File: src/rtl/sar_pkg.sv
package sar_pkg;

    typedef enum logic [1:0] {
        LEN_FULL   = 2'b00,
        LEN_SHORTA = 2'b01,
        LEN_SHORTB = 2'b10,
        LEN_FULL_X = 2'b11
    } len_sel_e;

endpackage

File: src/rtl/sar_start_edge.sv
module sar_start_edge (
    input  logic clk,
    input  logic rst_n,
    input  logic start_i,
    output logic fall_o
);
    typedef struct packed {
        logic prev;
    } edge_st_t;

    edge_st_t e_d, e_q;

    always_comb begin
        e_d      = e_q;
        e_d.prev = start_i;
    end

    always_ff @(posedge clk or negedge rst_n) begin
        if (!rst_n) e_q <= '0;
        else        e_q <= e_d;
    end

    assign fall_o = e_q.prev && !start_i;
endmodule

File: src/rtl/sar_step_timer.sv
module sar_step_timer #(
    parameter int unsigned STEP_CYCLES = 4
) (
    input  logic clk,
    input  logic rst_n,
    input  logic clear_i,
    input  logic run_i,
    output logic step_end_o,
    output logic phase_hi_o
);
    localparam int unsigned CW   = (STEP_CYCLES > 2) ? $clog2(STEP_CYCLES) : 1;
    localparam int unsigned HALF = STEP_CYCLES / 2;
    localparam logic [CW-1:0] LAST = CW'(STEP_CYCLES - 1);
    localparam logic [CW-1:0] HI_N = CW'(HALF);

    typedef struct packed {
        logic [CW-1:0] cnt;
    } tim_st_t;

    tim_st_t t_d, t_q;

    always_comb begin
        t_d = t_q;
        if (clear_i)                  t_d.cnt = '0;
        else if (run_i && t_q.cnt == LAST) t_d.cnt = '0;
        else if (run_i)               t_d.cnt = t_q.cnt + 1'b1;
    end

    always_ff @(posedge clk or negedge rst_n) begin
        if (!rst_n) t_q <= '0;
        else        t_q <= t_d;
    end

    assign step_end_o = run_i && (t_q.cnt == LAST);
    assign phase_hi_o = run_i && (t_q.cnt < HI_N);
endmodule

File: src/rtl/sar_out_fmt.sv
module sar_out_fmt #(
    parameter int unsigned W = 12
) (
    input  logic [W-1:0] result_i,
    input  logic         dec_i,
    output logic [W-1:0] data_o,
    output logic         msb_true_o,
    output logic         serial_o
);
    for (genvar i = 0; i < W; i++) begin : g_bit
        assign data_o[i] = ~result_i[i];
    end
    assign msb_true_o = result_i[W-1];
    assign serial_o   = ~dec_i;
endmodule

File: src/rtl/sar_conv_ctrl.sv
module sar_conv_ctrl #(
    parameter int unsigned W            = 12,
    parameter int unsigned STEP_CYCLES  = 4,
    parameter int unsigned SHORTA_BITS  = 10,
    parameter int unsigned SHORTB_BITS  = 8
) (
    input  logic         clk,
    input  logic         rst_n,
    input  logic         start_i,
    input  logic [1:0]   short_sel_i,
    input  logic         cmp_i,
    output logic [W-1:0] trial_o,
    output logic [W-1:0] data_o,
    output logic         msb_true_o,
    output logic         serial_o,
    output logic         busy_o,
    output logic         conv_clk_o
);
    import sar_pkg::*;

    localparam int unsigned IW = $clog2(W);
    localparam logic [IW-1:0] TOP_IDX  = IW'(W - 1);
    localparam logic [IW-1:0] STOP_A   = IW'(W - SHORTA_BITS);
    localparam logic [IW-1:0] STOP_B   = IW'(W - SHORTB_BITS);

    typedef struct packed {
        logic          busy;
        logic [IW-1:0] idx;
        logic [IW-1:0] stop;
        logic [W-1:0]  sar;
        logic [W-1:0]  result;
        logic          dec;
    } seq_st_t;

    seq_st_t s_d, s_q;

    logic          fall;
    logic          step_end;
    logic          phase_hi;
    logic          last_step;
    logic [W-1:0]  sar_dec;
    logic [IW-1:0] stop_sel;

    sar_start_edge u_edge (
        .clk     (clk),
        .rst_n   (rst_n),
        .start_i (start_i),
        .fall_o  (fall)
    );

    sar_step_timer #(.STEP_CYCLES(STEP_CYCLES)) u_timer (
        .clk        (clk),
        .rst_n      (rst_n),
        .clear_i    (fall),
        .run_i      (s_q.busy),
        .step_end_o (step_end),
        .phase_hi_o (phase_hi)
    );

    always_comb begin
        case (len_sel_e'(short_sel_i))
            LEN_SHORTA: stop_sel = STOP_A;
            LEN_SHORTB: stop_sel = STOP_B;
            default:    stop_sel = '0;
        endcase
    end

    always_comb begin
        s_d       = s_q;
        sar_dec   = s_q.sar;
        sar_dec[s_q.idx] = cmp_i;
        last_step = s_q.busy && step_end && (s_q.idx == s_q.stop);

        if (s_q.busy && step_end) s_d.dec = cmp_i;
        if (last_step)            s_d.result = sar_dec;

        if (fall) begin
            s_d.busy       = 1'b1;
            s_d.idx        = TOP_IDX;
            s_d.stop       = stop_sel;
            s_d.sar        = '0;
            s_d.sar[W-1]   = 1'b1;
        end else if (s_q.busy && step_end) begin
            s_d.sar = sar_dec;
            if (last_step) begin
                s_d.busy = 1'b0;
            end else begin
                s_d.idx = IW'(s_q.idx - 1'b1);
                s_d.sar[IW'(s_q.idx - 1'b1)] = 1'b1;
            end
        end
    end

    always_ff @(posedge clk or negedge rst_n) begin
        if (!rst_n) s_q <= '0;
        else        s_q <= s_d;
    end

    sar_out_fmt #(.W(W)) u_fmt (
        .result_i   (s_q.result),
        .dec_i      (s_q.dec),
        .data_o     (data_o),
        .msb_true_o (msb_true_o),
        .serial_o   (serial_o)
    );

    assign trial_o    = s_q.sar;
    assign busy_o     = s_q.busy;
    assign conv_clk_o = phase_hi;
endmodule

File: config.mk
export PLATFORM = sky130hd
export DESIGN_NAME = sar_conv_ctrl
export DESIGN_NICKNAME = d
export VERILOG_FILES = /design/src/rtl/sar_pkg.sv /design/src/rtl/sar_start_edge.sv /design/src/rtl/sar_step_timer.sv /design/src/rtl/sar_out_fmt.sv /design/src/rtl/sar_conv_ctrl.sv
export SDC_FILE = /design/constraint.sdc
export NUM_CORES = 1
export LEC_CHECK = 0
export BUFFER_PORTS_ARGS = -buffer_cell sky130_fd_sc_hd__buf_2
export CORE_MARGIN = 5
export CORE_UTILIZATION = 52
export CTS_BUF_LIST = sky130_fd_sc_hd__clkbuf_8
export DETAILED_ROUTE_END_ITERATION = 8
export PLACE_DENSITY = 0.76
export SLEW_MARGIN = 20
export SYNTH_ARGS = -nofsm -noshare
export SYNTH_HDL_FRONTEND = slang
export SYNTH_SLANG_ARGS = --single-unit
export TNS_END_PERCENT = 50
File: constraint.sdc
create_clock -name clk -period 2.1 [get_ports clk]
set_clock_uncertainty 0.2 [all_clocks]
set_input_delay 0.21 -clock clk [delete_from_list [all_inputs] [get_ports clk]]
set_output_delay 0.21 -clock clk [all_outputs]
set_load 0.01 [all_outputs]
==> results of run 1 <==
-- state kept, by name (all words and copies together), names as in the netlist --
register     count
busy_o           1
trial_o         12
u_edge.e_q       1
u_timer.t_q      2
s_q             19
-- Yosys cell counts, drive strengths merged (5+ instances only) --
library cell  count  area [µm²]
ha                6       75.07
nand3            10       50.05
nor3              5       25.02
o2bb2ai          10       87.58
a21boi            9       67.56
a21oi            10       50.05
buf              20       140.1
nand2            17       63.81
a311oi            9       85.08
clkbuf           10       37.54
o21ai             8       40.04
inv              15       56.30
mux2i            14       140.1
xor2              5       43.79
dfrtp            35       875.8
-- layer usage --
metal	global-route usage	up-vias	part of all wire
met3	0.04432	6	0.050
met1	0.2223	752	0.46
li1	-	777	-
met5	0	-	0
met4	0.06889	0	0.017
met2	0.2467	36	0.47
-- final cells by class --
cell class              instances  area (µm²)  share of cell area
repair buffers                 56       380.4              0.1582
inverters                      15       56.30             0.02341
well taps                      48       60.06             0.02497
clock inverters                 1       3.754            0.001561
clock buffers                   7       96.34             0.04006
multi-input cells             128       932.1              0.3876
flip-flops and latches         35       875.8              0.3642
-- repair_timing --
item | in CTS | in global routing
hold endpoints to repair | 38 | 0
gates resized for setup | 0 | 10
hold buffers | 5 | 0
setup endpoints to repair | 0 | 13
-- kinds of logic after synthesis --
family	after synthesis	share of synthesized area
AO/OA/AOI/OAI	51	0.1826
XOR/XNOR	7	0.03053
flip-flops	35	0.4361
AND/OR/NAND/NOR	49	0.1215
buffers and inverters	45	0.1165
adder cells (fa/ha/maj)	6	0.03738
multiplexers	15	0.07539
-- worst max path at each step --
| stage | to | slack (ns) | startpoint | cells past startpoint |
|---|---|---|---|---|
| after floorplan | s_q[8] | 0.06 | s_q[32] | 7 |
| after global placement | trial_o[8] | 0.06 | s_q[29] | 5 |
| after detailed placement | s_q[2] | 0.03 | u_timer.t_q[1] | 6 |
| after CTS | s_q[2] | 0.02 | u_timer.t_q[1] | 6 |
| after global routing | s_q[1] | -0.06 | s_q[29] | 5 |
| final | s_q[8] | 0.04 | s_q[29] | 5 |
-- worst max-delay path: cells and delay by family, from the launching register on --
| family | cells | cell delay, ns |
|---|---|---|
| AO/OA/AOI/OAI | 2 | 0.33 |
| buffers and inverters | 1 | 0.17 |
| flip-flops | 1 | 0.38 |
| AND/OR/NAND/NOR | 2 | 0.86 |
-- power groups by stage --
stage          Combinational [mW]  Sequential (mW)  Clock (mW)
2_1_floorplan               0.556            0.860           0
3_3_place_gp                0.780            0.859           0
3_5_place_dp                0.785            0.864           0
4_1_cts                     0.796            0.851       0.539
5_1_grt                     0.902            0.867       0.574
6_report                    0.816            0.854       0.521
-- cell usage in the layout, fill, tap and decap left out, drive strengths merged, types with 3 or more instances in the layout --
master	netlist	layout
nor3	5	5
a21boi	9	9
a31oi	3	3
a311oi	9	9
nor2b	4	4
dfrtp	35	35
nand3	10	10
o21ai	8	8
buf	20	50
a21oi	10	10
xor2	5	5
nor2	4	4
clkbuf	10	8
o2bb2ai	10	10
inv	15	16
nand2	17	17
ha	6	6
mux2i	14	14
dlygate4sd3	0	5
-- metrics by stage --
step | cell area [µm²] | setup WS, ns | TNS (ns) | util
CTS | 2333 | 0.02298 | 0 | 0.6326
finish | 2405 | 0.03814 | 0 | 0.6520
global route | 2405 | -0.06061 | -0.1853 | 0.6520
floorplan | 2008 | 0.06260 | 0 | -
global placement | 2183 | 0.06050 | 0 | 0.5919
detailed placement | 2183 | 0.02975 | 0 | 0.5919
==> flow_summary.yaml, run 1 <==
clock_tree:
  clock_latency_ns: 0.29
  clk_pin_slew_worst_paths_ns: 0.07
  cts_made_buffers: 5
  htreeDepth: 2
  cts_tree: "yes"
  clkSinkCount: 35
  clockRootBuffer: "clkbuf_8"
  postCtsSetupRepairBufs: 0
  clockBufferDepth: 2
grt:
  grt_pass1_vias: 1405
  grt_max_degree: 36
  grt-ovfl-total: 0
  grt_pass1_wl_um: 6693
  antenna_found_initial: 0
  grtUsageTotal: 0.1640
power:
  ir_worst_vdd_v: 0.0006502
  p_int_mw: 1.407
  pwr-share-seq: 0.390
  p_switching_mw: 0.7840
  power.density_nw_per_um2: 910.9
  p_clk_frac: 0.238
  power_mw: 2.191
  leakage_nw: 1.193
  swShare: 0.3579
  power_frac_comb: 0.372
setup_path:
  reg2reg_slack_ns: 0.04
  slowest_stage: "or4_4"
  worstSetupEndpointType: "register"
  slowest_delay_ns: 0.59
  reg2reg_to: "s_q[8]"
  r2r-start: "s_q[29]"
  crit_required_ns: 2.06
  crit_fanout: 13
  crit_type: "reg -> reg"
  cp-start-kind: "register"
  arrival_ns: 2.02
  path_cells: "or2_4, or4_4, buf_12, a311oi_2, a21oi_1"
  r2r_cells: 5
logic_synthesis:
  avgSynthCellArea_um2: 9.655
  async_flop_share: 1.000
  ys_warn_count: 0
  ys_seq_elements: 35
  syn_area_um2: 2008
  ys_types: 34
  ys_seq_area_frac: 0.4361
  syn_nets: 220
  synth_top_flop_cell: "dfrtp_1"
  synth_edf_count: 0
  netlist_instances: 208
drt:
  dr_total_vias: 1571
  drcViolationCount: 0
  first_pass_iters: 4
  wl_um: 4152
  drt_iter0_markers: 102
  final_antenna_net_count: 0
  routedWlPerCell_um: 14.32
  viasPerCell: 5.417
placed_design:
  placed_cells: 276
  place.gp.congestion: 0.7909
  hpwlAfterDp_um: 2788
  io_buffers: 33
min_path:
  holdPathStages: 3
  hold_path.class: "in -> reg"
  hold_end: "s_q[0]"
  min_from: "cmp_i"
sta:
  setup_viol: 0
  fin_hold_ws_ns: 0.1892
  grt_setup_unrepaired: "true"
  finalWorstPathRequiredPeriod_ns: 2.062
  slew-limit-headroom: 0.4861
  post-route-period-util: 0.9818
  finalHoldViolCount: 0
  drv_slew: 0
  worst_pin_slew_ns: 0.7709
  timing.fmax_mhz: 485.0
die:
  fp.dieW_um: 72.15
  initial_core_util: 0.5444
  dieArea_um2: 5205
  fp.dieH_um: 72.15
  core_um2: 3689
  fp-row-count: 22
  io_pins: 34
layout:
  syn_to_final_growth_pct: 19.75
  drive_gt1_frac: 0.2851
  antenna_cells: 0
  fillers: 292
  final_nets: 253
  final_cells: 290
outcome:
  outcome: "finished clean"
flow_run:
  max_cap_violations: 0
(Power assumes the default switching activity.)
==> inputs of run 2 (changes only) <==
- CORE_UTILIZATION: 52 -> 50
- CTS_BUF_LIST: sky130_fd_sc_hd__clkbuf_8 -> sky130_fd_sc_hd__clkbuf_8 sky130_fd_sc_hd__clkbuf_16
- PLACE_DENSITY: 0.76 -> 0.73
==> run 2 against run 1 <==
Effect of this change: sequential power is 0.6% lower; utilization is 5.6 points lower; combinational power decreased by 2%; worst hold slack worse by 0.012 ns.
==> flow_summary.yaml, run 2 (synthesized netlist as in run 1, its figures left out) <==
die:
  dieArea_um2: 5384
  fp.dieW_um: 73.38
  io_pins: 34
  initial_core_util: 0.5094
  fp.dieH_um: 73.38
  fp-row-count: 23
  core_um2: 3943
drt:
  viasPerCell: 5.396
  dr_total_vias: 1554
  drt_iter0_markers: 137
  drcViolationCount: 0
  first_pass_iters: 4
  wl_um: 4091
  final_antenna_net_count: 0
  routedWlPerCell_um: 14.20
sta:
  fin_tns_setup_ns: 0
  finalHoldViolCount: 0
  timing.fmax_mhz: 499.1
  worst_pin_slew_ns: 0.7768
  finalWorstPathRequiredPeriod_ns: 2.004
  fin_ws_ns: 0.09638
  setup_viol: 0
  drv_slew: 0
  grt_setup_unrepaired: "false"
  post-route-period-util: 0.9541
  slew-limit-headroom: 0.4822
layout:
  syn_to_final_growth_pct: 17.07
  final_nets: 249
  drive_gt1_frac: 0.2689
  largest_register: "s_q"
  antenna_cells: 0
  final_common_cell: "dfrtp_1"
  largest_reg_flops: 19
  final_cell_mix: "35 x dfrtp_1, 33 x buf_2, 17 x nand2_1, 16 x inv_1"
setup_path:
  crit_fanout: 25
  crit_required_ns: 2.06
  arrival_ns: 1.97
  cp-start-kind: "register"
  r2r_cells: 6
  reg2reg_to: "s_q[10]"
  worstSetupEndpointType: "register"
  r2r-start: "u_timer.t_q[0]"
  crit_type: "reg -> reg"
  reg2reg_slack_ns: 0.1
min_path:
  hold_end: "s_q[0]"
  min_from: "cmp_i"
  hold_path.class: "in -> reg"
  holdPathStages: 3
power:
  pwr-share-seq: 0.390
  leakage_nw: 1.167
  ir_worst_vdd_v: 0.0005875
  swShare: 0.3594
  power_frac_comb: 0.368
  p_int_mw: 1.395
  p_switching_mw: 0.7828
  power.density_nw_per_um2: 926.4
  p_clk_frac: 0.242
placed_design:
  dpl_worst_slack_ns: 0.06086
  hpwlAfterDp_um: 2893
  place.gp.congestion: 0.7617
  io_buffers: 33
clock_tree:
  clk_pin_slew_worst_paths_ns: 0.07
  clockBufferDepth: 2
  clockRootBuffer: "clkbuf_8"
  postCtsSetupRepairBufs: 0
  clkSinkCount: 35
  htreeDepth: 2
  cts_made_buffers: 5
  cts_tree: "yes"
  clock_latency_ns: 0.29
outcome:
  outcome: "finished clean"
flow_run:
  max_cap_violations: 0
grt:
  grtUsageTotal: 0.1736
  grt_pass1_vias: 1470
  antenna_found_initial: 0
  grt_max_degree: 36
  grt_pass1_wl_um: 7058
  grt-ovfl-total: 0
==> run 2: cell types whose count changed in the layout (fill, tap and decap cells not counted) <==
cell	delta
ha_1	+1
dlygate4sd3_1	-1
nor2b_2	-1
ha_2	-1
nor2b_1	+1
nor3_1	-1
clkbuf_16	-1
nor3_2	+1
a311oi_2	-1
buf_4	-2
a311oi_1	+1
==> run 2: final cells by class <==
class	count	area (µm²)
fill	329	1592
multi-input combinational	128	925.9
sequential	35	875.8
timing repair buffer	52	330.3
clock buffer	7	96.34
tap	50	62.56
inverter	15	56.30
clock inverter	1	3.754
==> run 2: how the worst max path moves through the flow <==
| stage | from | end | slack (ns) | depth (start not counted) |
|---|---|---|---|---|
| finish | u_timer.t_q[0] | s_q[10] | 0.1 | 6 |
| global route | s_q[29] | trial_o[8] | 0.002 | 5 |
| CTS | s_q[29] | trial_o[8] | 0.04 | 5 |
| detailed placement | s_q[29] | trial_o[8] | 0.06 | 5 |
| global placement | s_q[29] | trial_o[9] | 0.03 | 5 |
| floorplan | s_q[32] | s_q[8] | 0.06 | 7 |
==> run 2: power by group through the flow <==
stage	logic (mW)	clock network, mW	registers, mW
final	0.802	0.527	0.849
after global routing	0.894	0.576	0.866
after CTS	0.792	0.542	0.851
after detailed placement	0.782	0	0.863
after global placement	0.770	0	0.860
after floorplan	0.556	0	0.860
==> run 2: worst max-delay path, stage by stage (launching register included) <==
cell	delay (ns)
dfrtp_1	0.37
ha_1	0.16
nand2_1	0.09
or4_4	0.56
buf_12	0.17
a311oi_1	0.25
a21oi_1	0.07
==> run 2: metal layers <==
| metal | GRT usage | share of wire | wire length [µm] | up-vias |
|---|---|---|---|---|
| li1 | - | - | - | 780 |
| met1 | 0.2334 | 0.47 | 1918 | 733 |
| met2 | 0.2592 | 0.45 | 1857 | 32 |
| met3 | 0.04104 | 0.051 | 208 | 9 |
| met4 | 0.09054 | 0.026 | 107 | 0 |
| met5 | 0 | 0 | 0 | - |
==> run 2: timing repair <==
action	in CTS	in global routing
hold buffers	4	0
setup endpoints to repair	0	16
hold endpoints to repair	38	0
resized for setup	0	5
==> run 2: per-stage QoR <==
stage	cell area, µm²	power [mW]	utilization	std cells	hold slack [ns]
final	2351	2.178	0.5963	288	0.1772
after global routing	2351	2.336	0.5963	288	0.2275
after CTS	2323	2.185	0.5893	288	0.1604
after detailed placement	2183	1.645	0.5538	276	0.1313
after global placement	2183	1.630	0.5538	276	0.1358
after floorplan	2008	1.415	-	208	-0.2856
